## config.mk

```make
export PLATFORM = sky130hd
export DESIGN_NAME = uart_frame_tx
export DESIGN_NICKNAME = d
export VERILOG_FILES = /design/src/rtl/uft_pkg.sv /design/src/rtl/uft_hold_reg.sv /design/src/rtl/uft_slot_cnt.sv /design/src/rtl/uft_frame_fsm.sv /design/src/rtl/uart_frame_tx.sv
export SDC_FILE = /design/constraint.sdc
export NUM_CORES = 1
export LEC_CHECK = 0
export BUFFER_PORTS_ARGS = -buffer_cell sky130_fd_sc_hd__buf_4
export CAP_MARGIN = 25
export CORE_ASPECT_RATIO = 1.1
export CORE_MARGIN = 2
export CORE_UTILIZATION = 40
export DETAILED_ROUTE_END_ITERATION = 8
export PLACE_DENSITY = 0.57
export SETUP_SLACK_MARGIN = 0.2
export SLEW_MARGIN = 20
export SYNTH_ARGS = -nofsm -noshare
export SYNTH_HDL_FRONTEND = slang
export SYNTH_SLANG_ARGS = --single-unit
```

## constraint.sdc

```tcl
create_clock -name clk -period 3.1 [get_ports clk]
set_input_delay 0.31 -clock clk [delete_from_list [all_inputs] [get_ports clk]]
set_output_delay 0.31 -clock clk [all_outputs]
set_load 0.005 [all_outputs]
```

## src/rtl/uft_pkg.sv

```systemverilog
package uft_pkg;

    typedef enum logic [2:0] {
        S_IDLE   = 3'd0,
        S_START  = 3'd1,
        S_DATA   = 3'd2,
        S_PARITY = 3'd3,
        S_STOP   = 3'd4
    } tx_state_e;

    typedef struct packed {
        logic [1:0] len;
        logic       par_en;
        logic       par_bit;
        logic [1:0] stop;
    } frame_cfg_t;

endpackage

```

## src/rtl/uft_hold_reg.sv

```systemverilog
module uft_hold_reg #(
    parameter int DATA_W = 8
) (
    input  logic              clk,
    input  logic              rst_n,
    input  logic              wr_en,
    input  logic [DATA_W-1:0] wr_data,
    input  logic              take,
    output logic [DATA_W-1:0] hold_data,
    output logic              hold_full
);

    // a write in the same cycle as a take wins: the new byte stays held
    always_ff @(posedge clk or negedge rst_n) begin
        if (!rst_n) begin
            hold_full <= 1'b0;
        end else if (wr_en) begin
            hold_full <= 1'b1;
        end else if (take) begin
            hold_full <= 1'b0;
        end
    end

    always_ff @(posedge clk or negedge rst_n) begin
        if (!rst_n) begin
            hold_data <= '0;
        end else if (wr_en) begin
            hold_data <= wr_data;
        end
    end

endmodule

```

## src/rtl/uft_slot_cnt.sv

```systemverilog
module uft_slot_cnt #(
    parameter int CNT_W = 6
) (
    input  logic             clk,
    input  logic             rst_n,
    input  logic             run,
    input  logic             tick,
    input  logic [CNT_W-1:0] limit,
    output logic [CNT_W-1:0] cnt,
    output logic             done
);

    assign done = run && tick && (cnt == limit - CNT_W'(1));

    always_ff @(posedge clk or negedge rst_n) begin
        if (!rst_n) begin
            cnt <= '0;
        end else if (!run) begin
            cnt <= '0;
        end else if (tick) begin
            if (done) begin
                cnt <= '0;
            end else begin
                cnt <= cnt + CNT_W'(1);
            end
        end
    end

endmodule

```

## src/rtl/uft_frame_fsm.sv

```systemverilog
module uft_frame_fsm
    import uft_pkg::*;
#(
    parameter int DATA_W = 8,
    parameter int OVS    = 16,
    parameter int CNT_W  = 6
) (
    input  logic              clk,
    input  logic              rst_n,
    input  logic              tick,
    input  logic              hold_full,
    input  logic [DATA_W-1:0] hold_data,
    input  logic [1:0]        word_len,
    input  logic              par_en,
    input  logic              par_odd,
    input  logic [1:0]        stop_sel,
    input  logic              slot_done,
    output logic              frame_load,
    output logic              run,
    output logic [CNT_W-1:0]  slot_len,
    output logic              tx_line
);

    localparam int               IDX_W     = $clog2(DATA_W);
    localparam int               MIN_BITS  = 5;
    localparam logic [CNT_W-1:0] LEN_ONE   = CNT_W'(OVS);
    localparam logic [CNT_W-1:0] LEN_3HALF = CNT_W'(OVS + OVS / 2);
    localparam logic [CNT_W-1:0] LEN_TWO   = CNT_W'(2 * OVS);

    tx_state_e         state_q;
    tx_state_e         state_d;
    logic [DATA_W-1:0] shift_q;
    logic [IDX_W-1:0]  bit_idx_q;
    frame_cfg_t        cfg_q;
    logic [DATA_W-1:0] len_mask;
    logic              par_calc;
    logic              last_bit;
    logic              may_chain;
    logic [CNT_W-1:0]  stop_len;

    // mask of the data bits that belong to the selected word length
    always_comb begin
        for (int i = 0; i < DATA_W; i++) begin
            len_mask[i] = (i < MIN_BITS + int'(word_len));
        end
    end

    assign par_calc  = (^(hold_data & len_mask)) ^ par_odd;
    assign last_bit  = (bit_idx_q == IDX_W'(MIN_BITS - 1 + int'(cfg_q.len)));
    assign may_chain = (state_q == S_IDLE) || ((state_q == S_STOP) && slot_done);

    // a transfer takes place on a tick while idle, or at the last stop tick
    assign frame_load = tick && hold_full && may_chain;

    always_comb begin
        unique case (cfg_q.stop)
            2'b00:   stop_len = LEN_ONE;
            2'b01:   stop_len = LEN_3HALF;
            default: stop_len = LEN_TWO;
        endcase
    end

    // state register
    always_ff @(posedge clk or negedge rst_n) begin
        if (!rst_n) begin
            state_q <= S_IDLE;
        end else begin
            state_q <= state_d;
        end
    end

    // next state
    always_comb begin
        state_d = state_q;
        unique case (state_q)
            S_IDLE: begin
                if (frame_load) state_d = S_START;
            end
            S_START: begin
                if (slot_done) state_d = S_DATA;
            end
            S_DATA: begin
                if (slot_done && last_bit) begin
                    state_d = cfg_q.par_en ? S_PARITY : S_STOP;
                end
            end
            S_PARITY: begin
                if (slot_done) state_d = S_STOP;
            end
            S_STOP: begin
                if (slot_done) state_d = frame_load ? S_START : S_IDLE;
            end
            default: state_d = S_IDLE;
        endcase
    end

    // frame datapath: serializer, bit index and sampled format
    always_ff @(posedge clk or negedge rst_n) begin
        if (!rst_n) begin
            shift_q   <= '0;
            bit_idx_q <= '0;
            cfg_q     <= '0;
        end else if (frame_load) begin
            shift_q       <= hold_data;
            bit_idx_q     <= '0;
            cfg_q.len     <= word_len;
            cfg_q.par_en  <= par_en;
            cfg_q.par_bit <= par_calc;
            cfg_q.stop    <= stop_sel;
        end else if ((state_q == S_DATA) && slot_done) begin
            shift_q   <= shift_q >> 1;
            bit_idx_q <= bit_idx_q + IDX_W'(1);
        end
    end

    // outputs
    always_comb begin
        tx_line  = 1'b1;
        run      = 1'b1;
        slot_len = LEN_ONE;
        unique case (state_q)
            S_IDLE: begin
                run = 1'b0;
            end
            S_START: begin
                tx_line = 1'b0;
            end
            S_DATA: begin
                tx_line = shift_q[0];
            end
            S_PARITY: begin
                tx_line = cfg_q.par_bit;
            end
            S_STOP: begin
                slot_len = stop_len;
            end
            default: begin
                run = 1'b0;
            end
        endcase
    end

endmodule

```

## src/rtl/uart_frame_tx.sv

```systemverilog
module uart_frame_tx
    import uft_pkg::*;
#(
    parameter int DATA_W = 8,
    parameter int OVS    = 16
) (
    input  logic              clk,
    input  logic              rst_n,
    input  logic              tick16,
    input  logic              wr_en,
    input  logic [DATA_W-1:0] wr_data,
    input  logic [1:0]        word_len,
    input  logic              par_en,
    input  logic              par_odd,
    input  logic [1:0]        stop_sel,
    input  logic              irq_en,
    input  logic              rts_req,
    output logic              tx,
    output logic              thr_empty,
    output logic              irq,
    output logic              rts_o
);

    localparam int CNT_W = $clog2(2 * OVS + 1);

    logic [DATA_W-1:0] hold_data;
    logic              hold_full;
    logic              frame_load;
    logic              slot_run;
    logic              slot_done;
    logic [CNT_W-1:0]  slot_len;
    logic [CNT_W-1:0]  slot_cnt;

    uft_hold_reg #(
        .DATA_W (DATA_W)
    ) u_hold (
        .clk       (clk),
        .rst_n     (rst_n),
        .wr_en     (wr_en),
        .wr_data   (wr_data),
        .take      (frame_load),
        .hold_data (hold_data),
        .hold_full (hold_full)
    );

    uft_slot_cnt #(
        .CNT_W (CNT_W)
    ) u_slot (
        .clk   (clk),
        .rst_n (rst_n),
        .run   (slot_run),
        .tick  (tick16),
        .limit (slot_len),
        .cnt   (slot_cnt),
        .done  (slot_done)
    );

    uft_frame_fsm #(
        .DATA_W (DATA_W),
        .OVS    (OVS),
        .CNT_W  (CNT_W)
    ) u_fsm (
        .clk        (clk),
        .rst_n      (rst_n),
        .tick       (tick16),
        .hold_full  (hold_full),
        .hold_data  (hold_data),
        .word_len   (word_len),
        .par_en     (par_en),
        .par_odd    (par_odd),
        .stop_sel   (stop_sel),
        .slot_done  (slot_done),
        .frame_load (frame_load),
        .run        (slot_run),
        .slot_len   (slot_len),
        .tx_line    (tx)
    );

    always_ff @(posedge clk or negedge rst_n) begin
        if (!rst_n) begin
            rts_o <= 1'b0;
        end else begin
            rts_o <= rts_req;
        end
    end

    assign thr_empty = ~hold_full;
    assign irq       = irq_en & thr_empty;

endmodule

```

-- After elaboration in Yosys (flattened, before gate mapping)
Cells that the tools add are included.
- add/subtract/negate cells: 5
- $lt $le $gt $ge: 8
- equal/unequal tests: 13
- mux-type cells: 21
- bitwise operators: 4
- reduce and logical (&&, ||, !) cells: 15
- operators by type and width (cell ; count):
    $lt 4x32->1 const A ; 4
    $lt 3x32->1 const A ; 2
    $lt 2x32->1 const A ; 1
    $mux 3 ; 8
    $mux 6 ; 4
    $mux 8 ; 2
    $pmux 3 s5 ; 1
    $pmux 6 s2 ; 1
    $ne 2x1->1 const B ; 5
    $and 8x8->8 ; 1
    $reduce_xor 8->1 ; 1
    $logic_and 1x1->1 ; 7
    $add 6x1->6 const B ; 1
    $eq 3x2->1 const B ; 2
    $eq 6x6->1 ; 1
    $sub 6x1->6 const B ; 1
    $reduce_and 5->1 ; 1
    $add 3x2->4 const A ; 1
    $lt 1x4->1 const A ; 1
    $mux 1 ; 4
    $reduce_bool 2->1 ; 2
    $reduce_or 4->1 ; 1
    $add 3x1->3 const B ; 1
    $add 3x2->3 const A ; 1
    12 further kinds ; 12
- register bits after elaboration: 36
- word-level logic and storage cells: 77

-- Depth between registers and ports, before layout
- depth in word-level cells: 12
- gate-level depth with buffers: 10

-- Modules after synthesis
From an unflattened synthesis, not the netlist that was laid out.
- cells, all modules: 199
- area, all modules: 2067.0 um^2
- modules (own cells, without submodules) (module ; times used ; cells each ; area each (um^2)):
    uft_frame_fsm ; 1 ; 116 ; 1163.6
    uft_slot_cnt ; 1 ; 60 ; 499.2
    uft_hold_reg ; 1 ; 20 ; 369.1
    uart_frame_tx ; 1 ; 3 ; 35.0

-- Least setup slack after synthesis
OpenSTA, ideal clock, no wires.
- path kind: reg-to-reg
- start: register u_fsm.state_q[0]
- end: register u_fsm.cfg_q[0] in the netlist's numbering
- setup time: 0.125 ns
- arrival: 2.559 ns
- slack: 0.416 ns
- cell stages (with the launch flop): 11
- buffers on the path: 2
- clock period less this slack: 2.684 ns
- cell sequence: dfrtp_1 -> clkbuf_1 -> nor2_1 -> and3_1 -> ha_1 -> xnor2_1 -> nand4_1 -> a21o_1 -> a21oi_4 -> buf_4 -> mux2_2
- cells in the longest elaborated chain, start to end: 8
- elaborated cells between the ends (all ways): 15
- ends and longest elaborated chain (item ; RTL line ; text):
    start: declaration ; uft_frame_fsm.sv:30 ; tx_state_e state_q;
    start signal: assignment ; uft_frame_fsm.sv:68 ; state_q <= state_d;
    $eq 3x3->1 (tied with other cells) ; uft_frame_fsm.sv:50, uft_frame_fsm.sv:121 ;
    $mux 6 or $reduce_or 4->1 (tied branches) ; n/a ;
    $sub 6x1->6 or $mux 1 (tied branches) ; uft_slot_cnt.sv:13, uft_frame_fsm.sv:121 ;
    $eq 6x6->1 or $logic_and 1x1->1 (tied branches) ; uft_slot_cnt.sv:13 ; assign done = run && tick && (cnt == limit - CNT_W'(1));
    $logic_and 1x1->1 ; uft_slot_cnt.sv:13 ;
    $logic_and 1x1->1 ; uft_frame_fsm.sv:50 ; assign may_chain = (state_q == S_IDLE) || ((state_q == S_STOP) && slot_done);
    $logic_or 1x1->1 * ; uft_frame_fsm.sv:50 ;
    $logic_and 1x1->1 * ; uft_frame_fsm.sv:53 ; assign frame_load = tick && hold_full && may_chain;
    end: declaration ; uft_frame_fsm.sv:34 ; frame_cfg_t cfg_q;
Every way passes the cells marked *; elsewhere a longest branch is shown, timed or not.
A chain may end at the register's enable or synchronous reset.

-- Final worst setup path
- start: register u_fsm.state_q[1]
- end: register u_fsm.shift_q[6]
- cells in the longest elaborated chain, start to end: 9
- elaborated cells between the ends (all ways): 18
- ends and longest elaborated chain (item ; RTL line ; text):
    $eq 3x3->1 (tied with other cells) ; uft_frame_fsm.sv:50, uft_frame_fsm.sv:121 ;
    $mux 6 or $reduce_or 4->1 (tied branches) ; n/a ;
    $sub 6x1->6 or $mux 1 (tied branches) ; uft_slot_cnt.sv:13, uft_frame_fsm.sv:121 ;
    $eq 6x6->1 or $logic_and 1x1->1 (tied branches) ; uft_slot_cnt.sv:13 ;
    $logic_and 1x1->1 ; uft_slot_cnt.sv:13 ;
    $logic_and 1x1->1 ; uft_frame_fsm.sv:50 ;
    $logic_or 1x1->1 ; uft_frame_fsm.sv:50 ;
    $logic_and 1x1->1 ; uft_frame_fsm.sv:53 ;
    $mux 8 or $reduce_bool 2->1 (tied branches) ; n/a ;
    end signal: assignment ; uft_frame_fsm.sv:104 ; shift_q <= hold_data;
    end signal: assignment ; uft_frame_fsm.sv:111 ; shift_q <= shift_q >> 1;
    end: declaration ; uft_frame_fsm.sv:32 ; logic [DATA_W-1:0] shift_q;
Several ways; a longest one is shown, not always the timed one.

==> flow_summary_export.csv <==
group,metric,value,unit
outcome,outcome,"complete, no violations",
synthesis,syn-mean-instance-area,10.9,um2
run,maxCapViolations,0,
route,drtIter0Drc,87,
synthesis,yosysUniqueCellTypes,40,
grt,grt_util_met3,4.20,%
worst_setup_path,worstSetupStartpoint,"u_fsm.state_q[1]$_DFFE_PN0P_",
grt,grt_overflow_total,0,
synthesis,async_reset_ff_share,100,%
sta,report.final.slew_viol_count,0,
die,ios,24,
die,die_h,76.7,um
layout,fin_util,49.4,%
worst_setup_path,timing_worst_setup_path_type,"flip-flop to flip-flop",
grt,grt.total_usage,15.6,%
worst_hold_path,worstHoldStart,"rts_req",
cts,worstSkewPairLatency,280,ps
synthesis,synth_edf_count,0,
power,leakage,1.02,nW
worst_setup_path,required,3270,ps
worst_setup_path,start_kind,"flip-flop",
die,core_area,0.00465,mm2
placed_design,dpl.hpwl,2870,um
route,vias,1426,
grt,grt_max_degree,37,
cts,cts_tree,"done",
worst_setup_path,cp-end-kind,"flip-flop",
synthesis,synth-seq-cells,36,
sta,fmax,358,MHz
layout,seqCellArea,902,um2
route,drcViolationCount,0,
die,chipWidth,70.1,um
die,initial_core_util,41.3,%
grt,grt_util_met2,25.6,%
cts,ctsHtreeMaxLevel,2,
sta,slew_headroom,68.2,%
grt,antenna_found_initial,0,
cts,clk_path_buf_depth,2,
route,first_pass_iters,4,
synthesis,synthCells,176,
route,wire_per_inst,15.0,um
cts,cts_sinks,36,
sta,setup_viol,0,
route,wirelength,3930,um
synthesis,synthFlopType,"dfrtp_1",
placed_design,port_buffers,23,
synthesis,ys_warn_count,0,
layout,drive_gt1_share,32.4,%
cts,path_clk_slew,70,ps
sta,fin_crit_sh,90.0,%
synthesis,syn_nets,199,
synthesis,synth-seq-area-share,46.8,%
sta,period_minus_slack,2790,ps
route,detail_route.vias_per_cell,5.42,
die,die_area,0.00538,mm2
layout,multiInputGateArea,971,um2
layout,antenna_cells,0,
worst_setup_path,crit_arrival,2960,ps
placed_design,placedCellCount,252,
placed_design,gp_congestion,0.862,
sta,fin_tns_setup,0,ps
worst_setup_path,worst-path-max-fanout,12,
worst_hold_path,holdCritPathClass,"primary input to flip-flop",
power,power.density,733,mW/mm2
layout,fin_cells,263,
sta,hold_viol_final,0,
power,vdd_drop_max,275,uV
synthesis,synth_area,0.00192,mm2
layout,n_fill_cell,425,
sta,worst_pin_slew,472,ps
sta,clock_skew,4.04,ps
grt,grt_pass1_wl,6640,um
layout,nets,229,
grt,first_global_vias,1423,
sta,rsz0062_at_grt,"no",
worst_setup_path,r2r_start,"u_fsm.state_q[1]$_DFFE_PN0P_",
layout,areaGrowthSynthToFinish,19.5,%
cts,cts_buffers,5,
grt,grt_busiest_layer,"met2",
grt,grt.met1_usage,19.2,%
cts,cts_root_buf,"clkbuf_8",
route,detail-route-antenna-nets,0,
die,placementRows,26,
==> cells by family (layout without fill, tap and decap cells) <==
logic type	after synthesis	after routing	share of synthesized area, %
fa+ha+maj	3	3	1.95
simple gates	47	47	12.2
buf+inv	14	45	3.51
xor+xnor	16	16	7.29
mux	27	27	16.4
flops	36	36	46.8
compound gates	33	33	11.8
==> power by group <==
part	switching (mW)	internal [mW]	total, mW
registers	0.111	0.611	0.722
logic	0.282	0.343	0.625
clock network	0.157	0.181	0.339
==> stage by stage <==
step / instance area [um2] / power (mW) / worst slack, ps / hold slack (ps)
finish: 2300 / 1.69 / 309 / 133
global route: 2300 / 1.82 / 182 / 111
CTS: 2260 / 1.69 / 248 / 123
detailed placement: 2160 / 1.34 / 206 / 299
global placement: 2160 / 1.31 / 301 / 296
floorplan: 1920 / 1.15 / 416 / 14.4
==> final cells by class <==
class,instances,area share (%)
sequential,36,39.2
tap,56,3.05
multi-input combinational,126,42.2
clock buffer,8,3.92
inverter,6,0.980
timing repair buffer,31,10.6
==> sequential cells by signal, summed over array words and instances (netlist names) <==
name,cells
u_fsm.shift_q,8
u_hold.hold_data,8
u_fsm.cfg_q,6
u_slot.cnt,6
u_fsm.bit_idx_q,3
u_fsm.state_q,3
rts_o,1
u_hold.hold_full,1
==> what timing repair did <==
item | 4_1_cts | 5_1_grt
hold buffers | 1 | 0
setup endpoints to repair | 3 | 13
pin swaps | 0 | 1
hold endpoints to repair | 36 | 0
setup buffers | 0 | 2
gates resized for setup | 1 | 5
==> worst max-delay path, cell delays in order, from the launching register on <==
cell and delay [ps]:
dfrtp_2 460, or3b_4 430, nor2_1 140, ha_1 260, xnor2_1 140, nand4_1 240, a211o_4 440, mux2_4 320
mux2_2 260
==> synthesized netlist by cell type (all sizes together), types with 3 or more instances <==
master	number	share of area, %
ha	3	2.0
inv	6	1.2
xnor2	11	5.0
o21ai	11	2.9
clkbuf	5	0.98
nand2b	3	0.98
mux2	24	15
dfrtp	36	47
nand2	13	2.5
a21oi	5	1.9
buf	3	1.4
nand3	7	1.8
mux2i	3	1.6
a31oi	3	0.98
xor2	5	2.3
nor2	11	2.1
==> cells in the final DEF (no fill, tap or decap), types with 2 or more instances in the layout <==
master,count
nand3_1,7
buf_4,29
and3_1,2
nand4_1,2
mux2i_1,3
nand2b_1,3
or4_1,2
mux2_2,20
inv_1,6
dfrtp_1,35
xor2_1,5
clkbuf_1,2
o21ai_0,11
a31oi_1,3
nor3_1,2
xnor2_1,11
nor2_1,11
mux2_4,4
nand2_1,13
clkbuf_8,6
ha_1,3
a21oi_1,4
o31ai_1,2
==> final timing paths <==
| check | end | cells after the start | slack [ps] |
|---|---|---|---|
| worst max-delay path | u_fsm.shift_q[6]$_DFFE_PN0P_ | 8 | 310 |
| worst min-delay path | rts_o$_DFF_PN0_ | 1 | 130 |
| worst max register to register | u_fsm.shift_q[6]$_DFFE_PN0P_ | 8 | 310 |
| worst min register to register | u_slot.cnt[0]$_DFFE_PN0P_ | 1 | 530 |
| max in group asynchronous | u_fsm.state_q[1]$_DFFE_PN0P_ | 2 | 2230 |
| min in group asynchronous | u_slot.cnt[4]$_DFFE_PN0P_ | 2 | 520 |
==> layer usage <==
metal	up-vias	wire length [um]
met5	-	0
met4	0	66
met3	9	187
met2	43	2030
met1	693	1650
li1	681	-
Power figures use the tool's default switching activity.
